`config.mk`:
```
export PLATFORM = sky130hd
export DESIGN_NAME = ow_rom_layer
export DESIGN_NICKNAME = d
export VERILOG_FILES = /design/src/rtl/ow_rom_pkg.sv /design/src/rtl/ow_rom_decode.sv /design/src/rtl/ow_rom_bitpick.sv /design/src/rtl/ow_rom_speed.sv /design/src/rtl/ow_rom_layer.sv
export SDC_FILE = /design/constraint.sdc
export NUM_CORES = 1
export LEC_CHECK = 0
export BUFFER_PORTS_ARGS = -buffer_cell sky130_fd_sc_hd__buf_2
export CAP_MARGIN = 10
export CORE_ASPECT_RATIO = 0.75
export CORE_MARGIN = 10
export CORE_UTILIZATION = 25
export CTS_CLUSTER_DIAMETER = 60
export CTS_CLUSTER_SIZE = 8
export DETAILED_ROUTE_END_ITERATION = 16
export PLACE_DENSITY = 0.51
export SLEW_MARGIN = 20
export SYNTH_ARGS = -nofsm -noshare
export SYNTH_HDL_FRONTEND = slang
export SYNTH_SLANG_ARGS = --single-unit
```
`constraint.sdc`:
```
create_clock -name clk -period 2.4 [get_ports clk]
set_input_delay 0 -clock clk [delete_from_list [all_inputs] [get_ports clk]]
set_output_delay 0 -clock clk [all_outputs]
set_load 0.005 [all_outputs]
```
`src/rtl/ow_rom_pkg.sv`:
```
package ow_rom_pkg;

  localparam int FAM_W  = 8;
  localparam int SER_W  = 48;
  localparam int CRC_W  = 8;
  localparam int BODY_W = FAM_W + SER_W;
  localparam int ID_W   = BODY_W + CRC_W;
  localparam int CMD_W  = 8;

  localparam logic [CMD_W-1:0] OPC_MATCH    = 8'h55;
  localparam logic [CMD_W-1:0] OPC_SKIP     = 8'hCC;
  localparam logic [CMD_W-1:0] OPC_SEARCH   = 8'hF0;
  localparam logic [CMD_W-1:0] OPC_RESUME   = 8'hA5;
  localparam logic [CMD_W-1:0] OPC_OD_SKIP  = 8'h3C;
  localparam logic [CMD_W-1:0] OPC_OD_MATCH = 8'h69;

  typedef enum logic [2:0] {
    RC_MATCH, RC_SKIP, RC_SEARCH, RC_RESUME, RC_OD_SKIP, RC_OD_MATCH, RC_OTHER
  } rom_cmd_e;

  typedef enum logic [2:0] {
    ST_WAIT, ST_CMD, ST_MATCH, ST_SEARCH, ST_SEL
  } rom_st_e;

  // reflected CRC-8, polynomial x^8+x^5+x^4+1, initial value 0
  function automatic logic [CRC_W-1:0] crc8_id(input logic [BODY_W-1:0] d);
    logic [CRC_W-1:0] c;
    logic fb;
    c = '0;
    for (int i = 0; i < BODY_W; i++) begin
      fb = c[0] ^ d[i];
      c  = c >> 1;
      if (fb) c = c ^ 8'h8C;
    end
    return c;
  endfunction

endpackage

```
`src/rtl/ow_rom_decode.sv`:
```
module ow_rom_decode
  import ow_rom_pkg::*;
(
  input  logic [CMD_W-1:0] byte_i,
  output rom_cmd_e         cmd_o
);
  always_comb begin
    unique case (byte_i)
      OPC_MATCH:    cmd_o = RC_MATCH;
      OPC_SKIP:     cmd_o = RC_SKIP;
      OPC_SEARCH:   cmd_o = RC_SEARCH;
      OPC_RESUME:   cmd_o = RC_RESUME;
      OPC_OD_SKIP:  cmd_o = RC_OD_SKIP;
      OPC_OD_MATCH: cmd_o = RC_OD_MATCH;
      default:      cmd_o = RC_OTHER;
    endcase
  end
endmodule

```
`src/rtl/ow_rom_bitpick.sv`:
```
module ow_rom_bitpick #(
  parameter int W  = 64,
  localparam int IW = $clog2(W)
) (
  input  logic [W-1:0]  vec_i,
  input  logic [IW-1:0] idx_i,
  output logic          bit_o
);
  assign bit_o = vec_i[idx_i];
endmodule

```
`src/rtl/ow_rom_speed.sv`:
```
module ow_rom_speed (
  input  logic clk,
  input  logic rst,
  input  logic clr_i,      // standard-length bus reset
  input  logic set_i,      // overdrive skip
  input  logic save_i,     // overdrive match: remember old value, then set
  input  logic restore_i,  // overdrive match failed
  output logic od_o
);
  logic shadow_q;

  always_ff @(posedge clk) begin
    if (rst) begin
      od_o     <= 1'b0;
      shadow_q <= 1'b0;
    end else if (clr_i) begin
      od_o <= 1'b0;
    end else if (restore_i) begin
      od_o <= shadow_q;
    end else if (save_i) begin
      shadow_q <= od_o;
      od_o     <= 1'b1;
    end else if (set_i) begin
      od_o <= 1'b1;
    end
  end

  AST_STD_RESET_CLEARS: assert property (@(posedge clk) disable iff (rst)
    $past(clr_i) |-> !od_o);

endmodule

```
`src/rtl/ow_rom_layer.sv`:
```
module ow_rom_layer
  import ow_rom_pkg::*;
#(
  parameter logic [FAM_W-1:0] FAMILY = 8'h02,
  parameter logic [SER_W-1:0] SERIAL = 48'h00000001B81C
) (
  input  logic clk,
  input  logic rst,
  input  logic bus_reset_i,
  input  logic reset_std_i,
  input  logic rx_valid_i,
  input  logic rx_bit_i,
  input  logic rd_slot_i,
  output logic tx_bit_o,
  output logic selected_o,
  output logic overdrive_o,
  output logic resume_o
);
  localparam logic [ID_W-1:0] ID_VEC = {crc8_id({SERIAL, FAMILY}), SERIAL, FAMILY};
  localparam int CW = $clog2(ID_W);
  localparam logic [CW-1:0] CMD_LAST = CW'(CMD_W - 1);
  localparam logic [CW-1:0] ID_LAST  = CW'(ID_W - 1);
  localparam logic [1:0] PH_TRUE = 2'd0;
  localparam logic [1:0] PH_CPL  = 2'd1;
  localparam logic [1:0] PH_DIR  = 2'd2;

  rom_st_e          state_q, nxt_state;
  logic [CW-1:0]    cnt_q, nxt_cnt;
  logic [1:0]       ph_q, nxt_ph;
  logic [CMD_W-2:0] sr_q, nxt_sr;
  logic             om_q, nxt_om;
  logic             res_q, nxt_res;
  logic             sel_q, tx_q;
  logic             od_set, od_save, od_restore;
  logic             cur_bit, nxt_bit;
  rom_cmd_e         cmd;

  ow_rom_decode u_dec (
    .byte_i ({rx_bit_i, sr_q}),
    .cmd_o  (cmd)
  );

  ow_rom_bitpick #(.W(ID_W)) u_pick_cur (
    .vec_i (ID_VEC),
    .idx_i (cnt_q),
    .bit_o (cur_bit)
  );

  ow_rom_bitpick #(.W(ID_W)) u_pick_nxt (
    .vec_i (ID_VEC),
    .idx_i (nxt_cnt),
    .bit_o (nxt_bit)
  );

  ow_rom_speed u_speed (
    .clk       (clk),
    .rst       (rst),
    .clr_i     (bus_reset_i & reset_std_i),
    .set_i     (od_set),
    .save_i    (od_save),
    .restore_i (od_restore),
    .od_o      (overdrive_o)
  );

  always_comb begin
    nxt_state  = state_q;
    nxt_cnt    = cnt_q;
    nxt_ph     = ph_q;
    nxt_sr     = sr_q;
    nxt_om     = om_q;
    nxt_res    = res_q;
    od_set     = 1'b0;
    od_save    = 1'b0;
    od_restore = 1'b0;
    if (bus_reset_i) begin
      nxt_state = ST_CMD;
      nxt_cnt   = '0;
      nxt_ph    = PH_TRUE;
      nxt_sr    = '0;
      nxt_om    = 1'b0;
    end else begin
      unique case (state_q)
        ST_CMD: if (rx_valid_i) begin
          nxt_sr = {rx_bit_i, sr_q[CMD_W-2:1]};
          if (cnt_q == CMD_LAST) begin
            nxt_cnt = '0;
            unique case (cmd)
              RC_MATCH:    begin nxt_state = ST_MATCH;  nxt_res = 1'b0; end
              RC_SKIP:     begin nxt_state = ST_SEL;    nxt_res = 1'b0; end
              RC_SEARCH:   begin nxt_state = ST_SEARCH; nxt_res = 1'b0; nxt_ph = PH_TRUE; end
              RC_RESUME:   nxt_state = res_q ? ST_SEL : ST_WAIT;
              RC_OD_SKIP:  begin nxt_state = ST_SEL;    nxt_res = 1'b0; od_set = 1'b1; end
              RC_OD_MATCH: begin
                nxt_state = ST_MATCH;
                nxt_res   = 1'b0;
                nxt_om    = 1'b1;
                od_save   = 1'b1;
              end
              default:     nxt_state = ST_WAIT;
            endcase
          end else begin
            nxt_cnt = cnt_q + 1'b1;
          end
        end
        ST_MATCH: if (rx_valid_i) begin
          if (rx_bit_i != cur_bit) begin
            nxt_state  = ST_WAIT;
            od_restore = om_q;
          end else if (cnt_q == ID_LAST) begin
            nxt_state = ST_SEL;
            nxt_res   = 1'b1;
          end else begin
            nxt_cnt = cnt_q + 1'b1;
          end
        end
        ST_SEARCH: begin
          if (ph_q != PH_DIR) begin
            if (rd_slot_i) nxt_ph = ph_q + 1'b1;
          end else if (rx_valid_i) begin
            if (rx_bit_i != cur_bit) begin
              nxt_state = ST_WAIT;
            end else if (cnt_q == ID_LAST) begin
              nxt_state = ST_SEL;
              nxt_res   = 1'b1;
            end else begin
              nxt_cnt = cnt_q + 1'b1;
              nxt_ph  = PH_TRUE;
            end
          end
        end
        default: ;
      endcase
    end
  end

  always_ff @(posedge clk) begin
    if (rst) begin
      state_q <= ST_WAIT;
      cnt_q   <= '0;
      ph_q    <= PH_TRUE;
      sr_q    <= '0;
      om_q    <= 1'b0;
      res_q   <= 1'b0;
      sel_q   <= 1'b0;
      tx_q    <= 1'b1;
    end else begin
      state_q <= nxt_state;
      cnt_q   <= nxt_cnt;
      ph_q    <= nxt_ph;
      sr_q    <= nxt_sr;
      om_q    <= nxt_om;
      res_q   <= nxt_res;
      sel_q   <= (nxt_state == ST_SEL);
      tx_q    <= (nxt_state == ST_SEARCH && nxt_ph != PH_DIR)
                 ? (nxt_bit ^ (nxt_ph == PH_CPL)) : 1'b1;
    end
  end

  assign tx_bit_o   = tx_q;
  assign selected_o = sel_q;
  assign resume_o   = res_q;

  AST_DESELECT_ON_RESET: assert property (@(posedge clk) disable iff (rst)
    $past(bus_reset_i) |-> !selected_o);
  AST_SEL_FROM_BIT: assert property (@(posedge clk) disable iff (rst)
    $rose(selected_o) |-> ($past(rx_valid_i) && !$past(bus_reset_i)));
  AST_TX_RELEASED: assert property (@(posedge clk) disable iff (rst)
    (state_q != ST_SEARCH) |-> tx_bit_o);
  AST_SEARCH_CPL: assert property (@(posedge clk) disable iff (rst)
    (state_q == ST_SEARCH && ph_q == PH_CPL && $past(ph_q) == PH_TRUE)
      |-> (tx_bit_o != $past(tx_bit_o)));
  AST_OD_RISE_ON_BIT: assert property (@(posedge clk) disable iff (rst)
    $rose(overdrive_o) |-> $past(rx_valid_i));
  AST_RESUME_WITH_SEL: assert property (@(posedge clk) disable iff (rst)
    $rose(resume_o) |-> selected_o);

endmodule

```
==> flow_summary.html, run 1 <==
<table>
<tr><th>Metric</th><th>Value</th></tr>
<tr><th colspan="2">Global route</th></tr>
<tr><td>Largest net degree at the start of global routing</td><td>18</td></tr>
<tr><td>Total routing usage reported by global routing</td><td>a little over a tenth</td></tr>
<tr><td>Via count of the first global-routing pass</td><td>~2,000</td></tr>
<tr><td>Initial antenna violation count</td><td>0</td></tr>
<tr><td>Wire length of the first global-routing pass</td><td>a little under 10,000 µm</td></tr>
<tr><td>Global route total overflow</td><td>0</td></tr>
<tr><th colspan="2">Power and ir drop</th></tr>
<tr><td>Leakage</td><td>slightly above 0.0009 µW</td></tr>
<tr><td>Net switching power of the design</td><td>about 240 µW</td></tr>
<tr><td>Logic gate share of total power</td><td>about 17%</td></tr>
<tr><td>Clock group share of total power</td><td>between 30% and 40%</td></tr>
<tr><td>Share of power burned in registers</td><td>50.4%</td></tr>
<tr><td>Internal Power</td><td>around 600 µW</td></tr>
<tr><td>Switching Share</td><td>around 29%</td></tr>
<tr><td>Maximum VDD drop</td><td>about 0.00017 V</td></tr>
<tr><td>Ratio of total power to cell area</td><td>roughly 310 nW/µm²</td></tr>
<tr><th colspan="2">Yosys</th></tr>
<tr><td>Asr flop ratio synth</td><td>0%</td></tr>
<tr><td>Most common flop cell mapped by yosys</td><td>sky130_fd_sc_hd__dfxtp_1</td></tr>
<tr><td>Leading post-synthesis cells by cell area</td><td>sky130_fd_sc_hd__dfxtp_1 (26%), sky130_fd_sc_hd__a21oi_1 (6.6%), sky130_fd_sc_hd__nor2_1 (5.9%), sky130_fd_sc_hd__nand2_1 (5.3%), sky130_fd_sc_hd__nor4bb_1 (3.1%)</td></tr>
<tr><td>Post-synth cell types</td><td>between 60 and 70</td></tr>
<tr><td>Sequential share of the synthesized area</td><td>between 20% and 30%</td></tr>
<tr><td>Synthesized Nets</td><td>257</td></tr>
<tr><td>Post-Syn Area per Cell</td><td>7.689 µm²</td></tr>
<tr><td>Most frequent cell after synthesis</td><td>sky130_fd_sc_hd__nor2_1</td></tr>
<tr><td>Proportion of netlist area held by the largest area contributor</td><td>26.25%</td></tr>
<tr><td>Synthesized instance count</td><td>between 200 and 250</td></tr>
<tr><td>Commonest cells in the synthesized netlist</td><td>sky130_fd_sc_hd__nor2_1 (30), sky130_fd_sc_hd__nand2_1 (27), sky130_fd_sc_hd__a21oi_1 (25), sky130_fd_sc_hd__dfxtp_1 (25), sky130_fd_sc_hd__nand3_1 (11)</td></tr>
<tr><td>Number of enable flip-flop cells after synthesis</td><td>0</td></tr>
<tr><td>Synthesized cell area</td><td>1907 µm²</td></tr>
<tr><td>Cell accounting for the most synthesized area</td><td>sky130_fd_sc_hd__dfxtp_1</td></tr>
<tr><td>Synth Warn #</td><td>0</td></tr>
<tr><td>Count of state elements after synthesis</td><td>25</td></tr>
<tr><th colspan="2">Placed design</th></tr>
<tr><td>Final weighted congestion in routability-driven placement</td><td>a little under 0.9</td></tr>
<tr><td>PortBufs</td><td>10</td></tr>
<tr><td>Count of placed standard cells including taps</td><td>385</td></tr>
<tr><td>Placed cell area</td><td>between 2000 and 2500 µm²</td></tr>
<tr><td>Half-perimeter wire length of the detailed placement result</td><td>4553 µm</td></tr>
<tr><td>Worst slack after detailed placement</td><td>-0.08522 ns</td></tr>
<tr><th colspan="2">Critical path</th></tr>
<tr><td>Element type at the critical path end</td><td>flop</td></tr>
<tr><td>Kind of start point of the critical path</td><td>flop</td></tr>
<tr><td>Slowest-stage cell, CP</td><td>sky130_fd_sc_hd__or4b_4</td></tr>
<tr><td>Data required time at the worst endpoint</td><td>roughly 2.6 ns</td></tr>
<tr><td>Data arrival time of the worst path</td><td>2.58 ns</td></tr>
<tr><td>Type of the worst setup path</td><td>flop to flop</td></tr>
<tr><td>CP top delay family</td><td>simple AND/OR/NAND/NOR gates</td></tr>
<tr><td>Count of buffer and inverter cells on the critical path</td><td>0</td></tr>
<tr><td>Worst path max stage delay</td><td>0.60 ns</td></tr>
<tr><td>Cell Chain, Critical Path</td><td>xnor2_4 &gt; nand4_1 &gt; or4b_4 &gt; o311ai_4 &gt; or2b_1 &gt; nand2_2 &gt; a31oi_4 &gt; a21oi_2 &gt; nor2_1</td></tr>
<tr><td>Worst Path Max Fanout</td><td>6</td></tr>
<tr><th colspan="2">STA</th></tr>
<tr><td>Fmax</td><td>around 420 MHz</td></tr>
<tr><td>Unrepaired setup endpoints after global routing</td><td>true</td></tr>
<tr><td>Portion of the clock cycle consumed by the worst path in the final layout</td><td>98.79%</td></tr>
<tr><td>Count of pins over their slew limit</td><td>0</td></tr>
<tr><td>Transition time of the tightest slew-check pin</td><td>between 0.3 and 0.4 ns</td></tr>
<tr><td>Skew final</td><td>~0.0053 ns</td></tr>
<tr><td>Max-Slew Margin vs Limit</td><td>roughly three quarters</td></tr>
<tr><td>Total setup violations reported at the end of the flow</td><td>0</td></tr>
<tr><td>Clock period minus final worst setup slack</td><td>~2.4 ns</td></tr>
<tr><td>Final hold viol count</td><td>0</td></tr>
<tr><td>Tightest hold margin</td><td>between 0.06 and 0.07 ns</td></tr>
<tr><td>Final WS setup</td><td>around 0.029 ns</td></tr>
<tr><th colspan="2">Routing</th></tr>
<tr><td>Wirelength, routed</td><td>around 6300 µm</td></tr>
<tr><td>DRC violations left</td><td>0</td></tr>
<tr><td>Number of vias in the routed layout</td><td>2,104</td></tr>
<tr><td>Average routed wire per standard cell</td><td>between 15 and 20 µm</td></tr>
<tr><td>Detailed router's first-iteration violation count</td><td>180</td></tr>
<tr><td>Remaining antenna violation count after routing</td><td>0</td></tr>
<tr><td>Via-to-Cell Ratio</td><td>about 5.3</td></tr>
<tr><td>Initial DRT Pass Iterations</td><td>4</td></tr>
<tr><th colspan="2">CTS</th></tr>
<tr><td>CTS tree</td><td>yes</td></tr>
<tr><td>Clock-pin slew reported for the worst setup and hold paths after clock tree synthesis</td><td>0.10 ns</td></tr>
<tr><td>Sinks on Clock Net</td><td>25</td></tr>
<tr><td>Cell chosen for the clock root</td><td>sky130_fd_sc_hd__clkbuf_8</td></tr>
<tr><td>CTS Buffer Depth</td><td>2</td></tr>
<tr><td>Number of buffers inserted during clock tree synthesis</td><td>3</td></tr>
<tr><td>Insertion delay to the later sink of the worst-skew pair</td><td>0.28 ns</td></tr>
<tr><td>H-tree lvl count</td><td>1</td></tr>
<tr><th colspan="2">Layout</th></tr>
<tr><td>Post-synthesis to final-layout area growth</td><td>41.80%</td></tr>
<tr><td>Area taken by flip-flops and latches</td><td>approximately 520 µm²</td></tr>
<tr><td>Fill cell total of the finished layout</td><td>approximately 800</td></tr>
<tr><td>Final non-filler cell area</td><td>2704 µm²</td></tr>
<tr><td>Fraction of final layout cells with drive strength greater than 1</td><td>about two fifths</td></tr>
<tr><td>Number of diodes added for antenna fixing</td><td>0</td></tr>
<tr><td>Post-route insts no fill</td><td>400</td></tr>
<tr><td># nets final</td><td>309</td></tr>
<tr><td>Area used by multi-input combinational logic</td><td>around 1500 µm²</td></tr>
<tr><th colspan="2">Flow run</th></tr>
<tr><td>Max_cap viols</td><td>0</td></tr>
<tr><th colspan="2">Run status</th></tr>
<tr><td>Result of the run</td><td>finished, final reports clean</td></tr>
<tr><th colspan="2">Die</th></tr>
<tr><td>Area of the placeable core</td><td>around 7400 µm²</td></tr>
<tr><td>Floorplan row count</td><td>27</td></tr>
<tr><td>Starting density of the core</td><td>between 20% and 30%</td></tr>
<tr><td>Y dimension of the die</td><td>95.64 µm</td></tr>
<tr><td>Number of ports placed on the die boundary</td><td>11</td></tr>
<tr><td>Horizontal extent of the die</td><td>120.8 µm</td></tr>
<tr><td>Die area</td><td>roughly 12,000 µm²</td></tr>
<tr><th colspan="2">Worst hold path</th></tr>
<tr><td>Class of the tightest hold or removal check</td><td>input pin to flop</td></tr>
</table>
## metrics by stage
stage	utilization [%]	total power [µW]	setup TNS, ns
global route	36.71	871.9	-0.1677
CTS	33.08	825.1	0
floorplan	-	501.1	0
detailed placement	31.52	546.4	-0.08522
global placement	31.52	547.4	-0.04074
finish	36.71	840.7	0
## placed cells by master, fill, tap and decap left out, drive strengths merged, types with 5 or more instances in the layout
master and instances:
a211oi 5, a21oi 26, and3 6, buf 62, dfxtp 25, inv 6, nand2 27, nand3 12
nor2 31, nor3 5, nor4bb 6, o21ai 11
## worst register-to-register path, delay by kind of cell (launching register included)
| kind | cells | cell delay (ns) |
|---|---|---|
| XOR/XNOR | 1 | 0.26 |
| flip-flops | 1 | 0.38 |
| AND/OR/NAND/NOR | 5 | 1.29 |
| AO/OA/AOI/OAI | 3 | 0.39 |
## what timing repair did
action                                  4_1_cts  5_1_grt
endpoints found under the hold margin         1        0
endpoints found under the setup margin        1        2
pin swaps                                     4       23
gates resized for setup                      12       44
setup buffers                                 1        9
hold buffers                                  1        0
## state kept, by name, indices dropped and copies added (netlist names), 2 cells and up
signal / count
cnt_q: 6
ph_q: 2
sr_q: 7
state_q: 3
## final cells by class
| cell class | count | area share, % |
|---|---|---|
| multi-input combinational | 201 | 56.50 |
| timing repair buffer | 63 | 17.21 |
| sequential | 25 | 19.11 |
| tap | 101 | 4.674 |
| inverter | 6 | 0.8329 |
| clock buffer | 4 | 1.666 |
## path summary, 6_finish.rpt
path | startpoint | end | slack (ns) | cells after the start
hold / removal | rst | state_q[1] | 0.07 | 2
setup reg to reg | cur_bit | cur_bit | 0.03 | 9
setup / recovery | cur_bit | cur_bit | 0.03 | 9
hold reg to reg | sr_q[2] | sr_q[2] | 0.50 | 2
## cell families (layout without fill, tap and decap cells)
kind of cell             Yosys count  count (layout)  synth area share, %
AND/OR/NAND/NOR                  124             124                37.01
AO/OA/AOI/OAI                     71              71                26.97
flip-flops                        25              25                26.25
buffers and inverters             22              73                5.512
adder cells (fa/ha/maj)            2               2                1.312
XOR/XNOR                           2               2                1.903
multiplexers                       2               2                1.050
## layer usage
layer | GRT usage (%) | share of wire, % | vias to the layer above
met2 | 15.24 | 44 | 78
met3 | 2.302 | 7.0 | 10
met1 | 14.58 | 47 | 987
met4 | 3.607 | 1.8 | 0
li1 | - | - | 1029
met5 | 0 | 0 | -
## power groups by stage
stage / clock network, µW / registers, µW / logic, µW
3_3_place_gp: 0 / 433 / 115
4_1_cts: 280 / 424 / 121
3_5_place_dp: 0 / 433 / 114
6_report: 272 / 424 / 145
5_1_grt: 293 / 424 / 155
2_1_floorplan: 0 / 430 / 70.9
Note: power is estimated with default switching activity, not from simulation.
==> run 2: changes to the inputs <==
--- a/config.mk
+++ b/config.mk
@@ -9,11 +9,11 @@
 export CAP_MARGIN = 10
 export CORE_ASPECT_RATIO = 0.75
 export CORE_MARGIN = 10
-export CORE_UTILIZATION = 25
+export CORE_UTILIZATION = 46
 export CTS_CLUSTER_DIAMETER = 60
 export CTS_CLUSTER_SIZE = 8
 export DETAILED_ROUTE_END_ITERATION = 16
-export PLACE_DENSITY = 0.51
+export PLACE_DENSITY = 0.75
 export SLEW_MARGIN = 20
 export SYNTH_ARGS = -nofsm -noshare
 export SYNTH_HDL_FRONTEND = slang
==> flow_summary.html, run 2 (synthesis gave the netlist of run 1 again) <==
<table>
<tr><th>Metric</th><th>Value</th></tr>
<tr><th colspan="2">STA</th></tr>
<tr><td>Clock period minus final worst setup slack</td><td>2.352 ns</td></tr>
<tr><td>Count of pins over their slew limit</td><td>0</td></tr>
<tr><td>Portion of the clock cycle consumed by the worst path in the final layout</td><td>a little over nine tenths</td></tr>
<tr><td>Max-Slew Margin vs Limit</td><td>a little under three quarters</td></tr>
<tr><td>Skew final</td><td>around 0.0073 ns</td></tr>
<tr><td>Total setup violations reported at the end of the flow</td><td>0</td></tr>
<tr><td>Final hold viol count</td><td>0</td></tr>
<tr><td>Fmax</td><td>roughly 430 MHz</td></tr>
<tr><td>Unrepaired setup endpoints after global routing</td><td>true</td></tr>
<tr><td>Setup TNS</td><td>0 ns</td></tr>
<tr><td>Transition time of the tightest slew-check pin</td><td>0.4145 ns</td></tr>
<tr><th colspan="2">Layout</th></tr>
<tr><td>Number of diodes added for antenna fixing</td><td>0</td></tr>
<tr><td>Post-route insts no fill</td><td>around 340</td></tr>
<tr><td>Regs by FF count</td><td>sr_q (7), cnt_q (6), state_q (3)</td></tr>
<tr><td>Fraction of final layout cells with drive strength greater than 1</td><td>approximately 37%</td></tr>
<tr><td>Most used cells in the layout excluding fill and tap cells</td><td>sky130_fd_sc_hd__buf_4 (35), sky130_fd_sc_hd__nor2_1 (29), sky130_fd_sc_hd__nand2_1 (26)</td></tr>
<tr><td>Most common cell after layout, fill and taps aside</td><td>sky130_fd_sc_hd__buf_4</td></tr>
<tr><td>Number of flip-flops under the largest register name</td><td>7</td></tr>
<tr><td>Register with the highest flop count</td><td>sr_q</td></tr>
<tr><td># nets final</td><td>slightly below 300</td></tr>
<tr><td>Post-synthesis to final-layout area growth</td><td>29.46%</td></tr>
<tr><td>Final non-filler cell area</td><td>2469 µm²</td></tr>
<tr><th colspan="2">Critical path</th></tr>
<tr><td>Type of the worst setup path</td><td>flop to flop</td></tr>
<tr><td>Worst path max stage delay</td><td>roughly 0.58 ns</td></tr>
<tr><td>Launching instance or port of the critical path</td><td>cur_bit</td></tr>
<tr><td>Worst Path Max Fanout</td><td>7</td></tr>
<tr><td>Endpoint of the most critical register-to-register path</td><td>cur_bit</td></tr>
<tr><td>Slowest-stage cell, CP</td><td>sky130_fd_sc_hd__or4b_1</td></tr>
<tr><td>Worst r2r path cells</td><td>9</td></tr>
<tr><td>Data required time at the worst endpoint</td><td>approximately 2.6 ns</td></tr>
<tr><td>Reg2reg setup slack</td><td>between 0.04 and 0.05 ns</td></tr>
<tr><td>Data arrival time of the worst path</td><td>2.55 ns</td></tr>
<tr><td>Element type at the critical path end</td><td>flop</td></tr>
<tr><td>Kind of start point of the critical path</td><td>flop</td></tr>
<tr><td>Cell Chain, Critical Path</td><td>xnor2_4 &gt; nand4_1 &gt; or4b_1 &gt; o311ai_2 &gt; or2b_1 &gt; nand2_1 &gt; a31oi_2 &gt; a21oi_1 &gt; nor2_1</td></tr>
<tr><td>Start of the worst register-to-register path</td><td>cur_bit</td></tr>
<tr><th colspan="2">Die</th></tr>
<tr><td>Number of ports placed on the die boundary</td><td>11</td></tr>
<tr><td>Horizontal extent of the die</td><td>roughly 94 µm</td></tr>
<tr><td>Area of the placeable core</td><td>between 4000 and 5000 µm²</td></tr>
<tr><td>Starting density of the core</td><td>47.33%</td></tr>
<tr><td>Die area</td><td>7148 µm²</td></tr>
<tr><td>Floorplan row count</td><td>20</td></tr>
<tr><td>Y dimension of the die</td><td>75.76 µm</td></tr>
<tr><th colspan="2">Routing</th></tr>
<tr><td>DRC violations left</td><td>0</td></tr>
<tr><td>Number of vias in the routed layout</td><td>between 2,000 and 2,500</td></tr>
<tr><td>Via-to-Cell Ratio</td><td>~6.0</td></tr>
<tr><td>Detailed router's first-iteration violation count</td><td>about 180</td></tr>
<tr><td>Remaining antenna violation count after routing</td><td>0</td></tr>
<tr><td>Initial DRT Pass Iterations</td><td>5</td></tr>
<tr><td>Wirelength, routed</td><td>between 5000 and 6000 µm</td></tr>
<tr><td>Average routed wire per standard cell</td><td>roughly 17 µm</td></tr>
<tr><th colspan="2">Power and ir drop</th></tr>
<tr><td>Maximum VDD drop</td><td>~0.00022 V</td></tr>
<tr><td>Ratio of total power to cell area</td><td>roughly 330 nW/µm²</td></tr>
<tr><td>Overall Power</td><td>slightly above 800 µW</td></tr>
<tr><td>Leakage</td><td>between 0.0008 and 0.0009 µW</td></tr>
<tr><th colspan="2">Global route</th></tr>
<tr><td>Total routing usage reported by global routing</td><td>between 15 and 20%</td></tr>
<tr><td>Largest net degree at the start of global routing</td><td>17</td></tr>
<tr><td>Wire length of the first global-routing pass</td><td>just under 9000 µm</td></tr>
<tr><td>Via count of the first global-routing pass</td><td>approximately 1,700</td></tr>
<tr><td>Initial antenna violation count</td><td>0</td></tr>
<tr><td>Global route total overflow</td><td>0</td></tr>
<tr><th colspan="2">Worst hold path</th></tr>
<tr><td>Number of instances on the worst hold path</td><td>2</td></tr>
<tr><td>Worst min-delay path endpoint</td><td>ph_q[0]</td></tr>
<tr><td>Start point of the worst hold path</td><td>rst</td></tr>
<tr><td>Class of the tightest hold or removal check</td><td>input pin to flop</td></tr>
<tr><th colspan="2">CTS</th></tr>
<tr><td>Insertion delay to the later sink of the worst-skew pair</td><td>~0.28 ns</td></tr>
<tr><td>Sinks on Clock Net</td><td>25</td></tr>
<tr><td>Cell chosen for the clock root</td><td>sky130_fd_sc_hd__clkbuf_8</td></tr>
<tr><td>Clock-pin slew reported for the worst setup and hold paths after clock tree synthesis</td><td>~0.1 ns</td></tr>
<tr><td>CTS Buffer Depth</td><td>2</td></tr>
<tr><td>H-tree lvl count</td><td>1</td></tr>
<tr><td>CTS tree</td><td>yes</td></tr>
<tr><td>Number of buffers inserted during clock tree synthesis</td><td>3</td></tr>
<tr><th colspan="2">Placed design</th></tr>
<tr><td>PortBufs</td><td>10</td></tr>
<tr><td>Final weighted congestion in routability-driven placement</td><td>about 0.97</td></tr>
<tr><td>Count of placed standard cells including taps</td><td>327</td></tr>
<tr><td>Placed cell area</td><td>approximately 2200 µm²</td></tr>
<tr><td>Half-perimeter wire length of the detailed placement result</td><td>just over 4000 µm</td></tr>
<tr><th colspan="2">Run status</th></tr>
<tr><td>Result of the run</td><td>finished, final reports clean</td></tr>
<tr><th colspan="2">Flow run</th></tr>
<tr><td>Max_cap viols</td><td>0</td></tr>
</table>
[run 2: worst max-delay path by stage]
stage | to | slack (ns) | cells after the start
final | cur_bit | 0.05 | 9
after global routing | tx_bit_o | -0.07 | 10
after CTS | tx_bit_o | 0.003 | 9
after detailed placement | tx_bit_o | -0.08 | 11
after global placement | tx_bit_o | -0.01 | 11
after floorplan | tx_bit_o | 0.003 | 11
[run 2: metal layers]
metal,vias up,global-route usage [%],part of all wire [%]
met5,-,0,0
met4,0,2.353,1.0
met3,8,4.724,9.2
met2,114,21.81,42
met1,913,21.54,48
li1,1005,-,-
[run 2: cell type report]
cell class | count | area (µm²)
Inverter | 6 | 22.52
Clock inverter | 1 | 7.507
Fill cell | 341 | 1560
Multi-Input combinational cell | 201 | 1470
Clock buffer | 3 | 41.29
Timing Repair Buffer | 48 | 345.3
Sequential cell | 25 | 513.0
Tap cell | 55 | 68.82
[run 2: worst max-delay path, delay by kind of cell (launching register included)]
kind	cells	cell delay (ns)
AO/OA/AOI/OAI	3	0.39
AND/OR/NAND/NOR	5	1.25
XOR/XNOR	1	0.25
flip-flops	1	0.37
[run 2: stage by stage]
step                      setup WS (ns)  util [%]  hold WS (ns)
after detailed placement       -0.07880     53.94        0.2445
after floorplan                0.003400         -       0.08345
after global routing           -0.07432     61.27       0.06801
after CTS                      0.003315     56.61       0.04477
final                           0.04835     61.27       0.04838
after global placement         -0.01179     53.94        0.2198
[run 2: repair_timing]
| action | in CTS | in global routing |
|---|---|---|
| hold buffers | 1 | 0 |
| setup buffers | 2 | 5 |
| resized for setup | 6 | 38 |
| pin swaps | 1 | 26 |
| hold endpoints to repair | 1 | 0 |
| endpoints found under the setup margin | 2 | 2 |
[run 2: report_power, final]
| group | switching (µW) | internal [µW] | leakage (µW) | total (µW) |
|---|---|---|---|---|
| Sequential | 3.57 | 417 | 0.000206 | 421 |
| Clock | 153 | 118 | 0.0000217 | 271 |
| Combinational | 76.3 | 51.9 | 0.000602 | 128 |
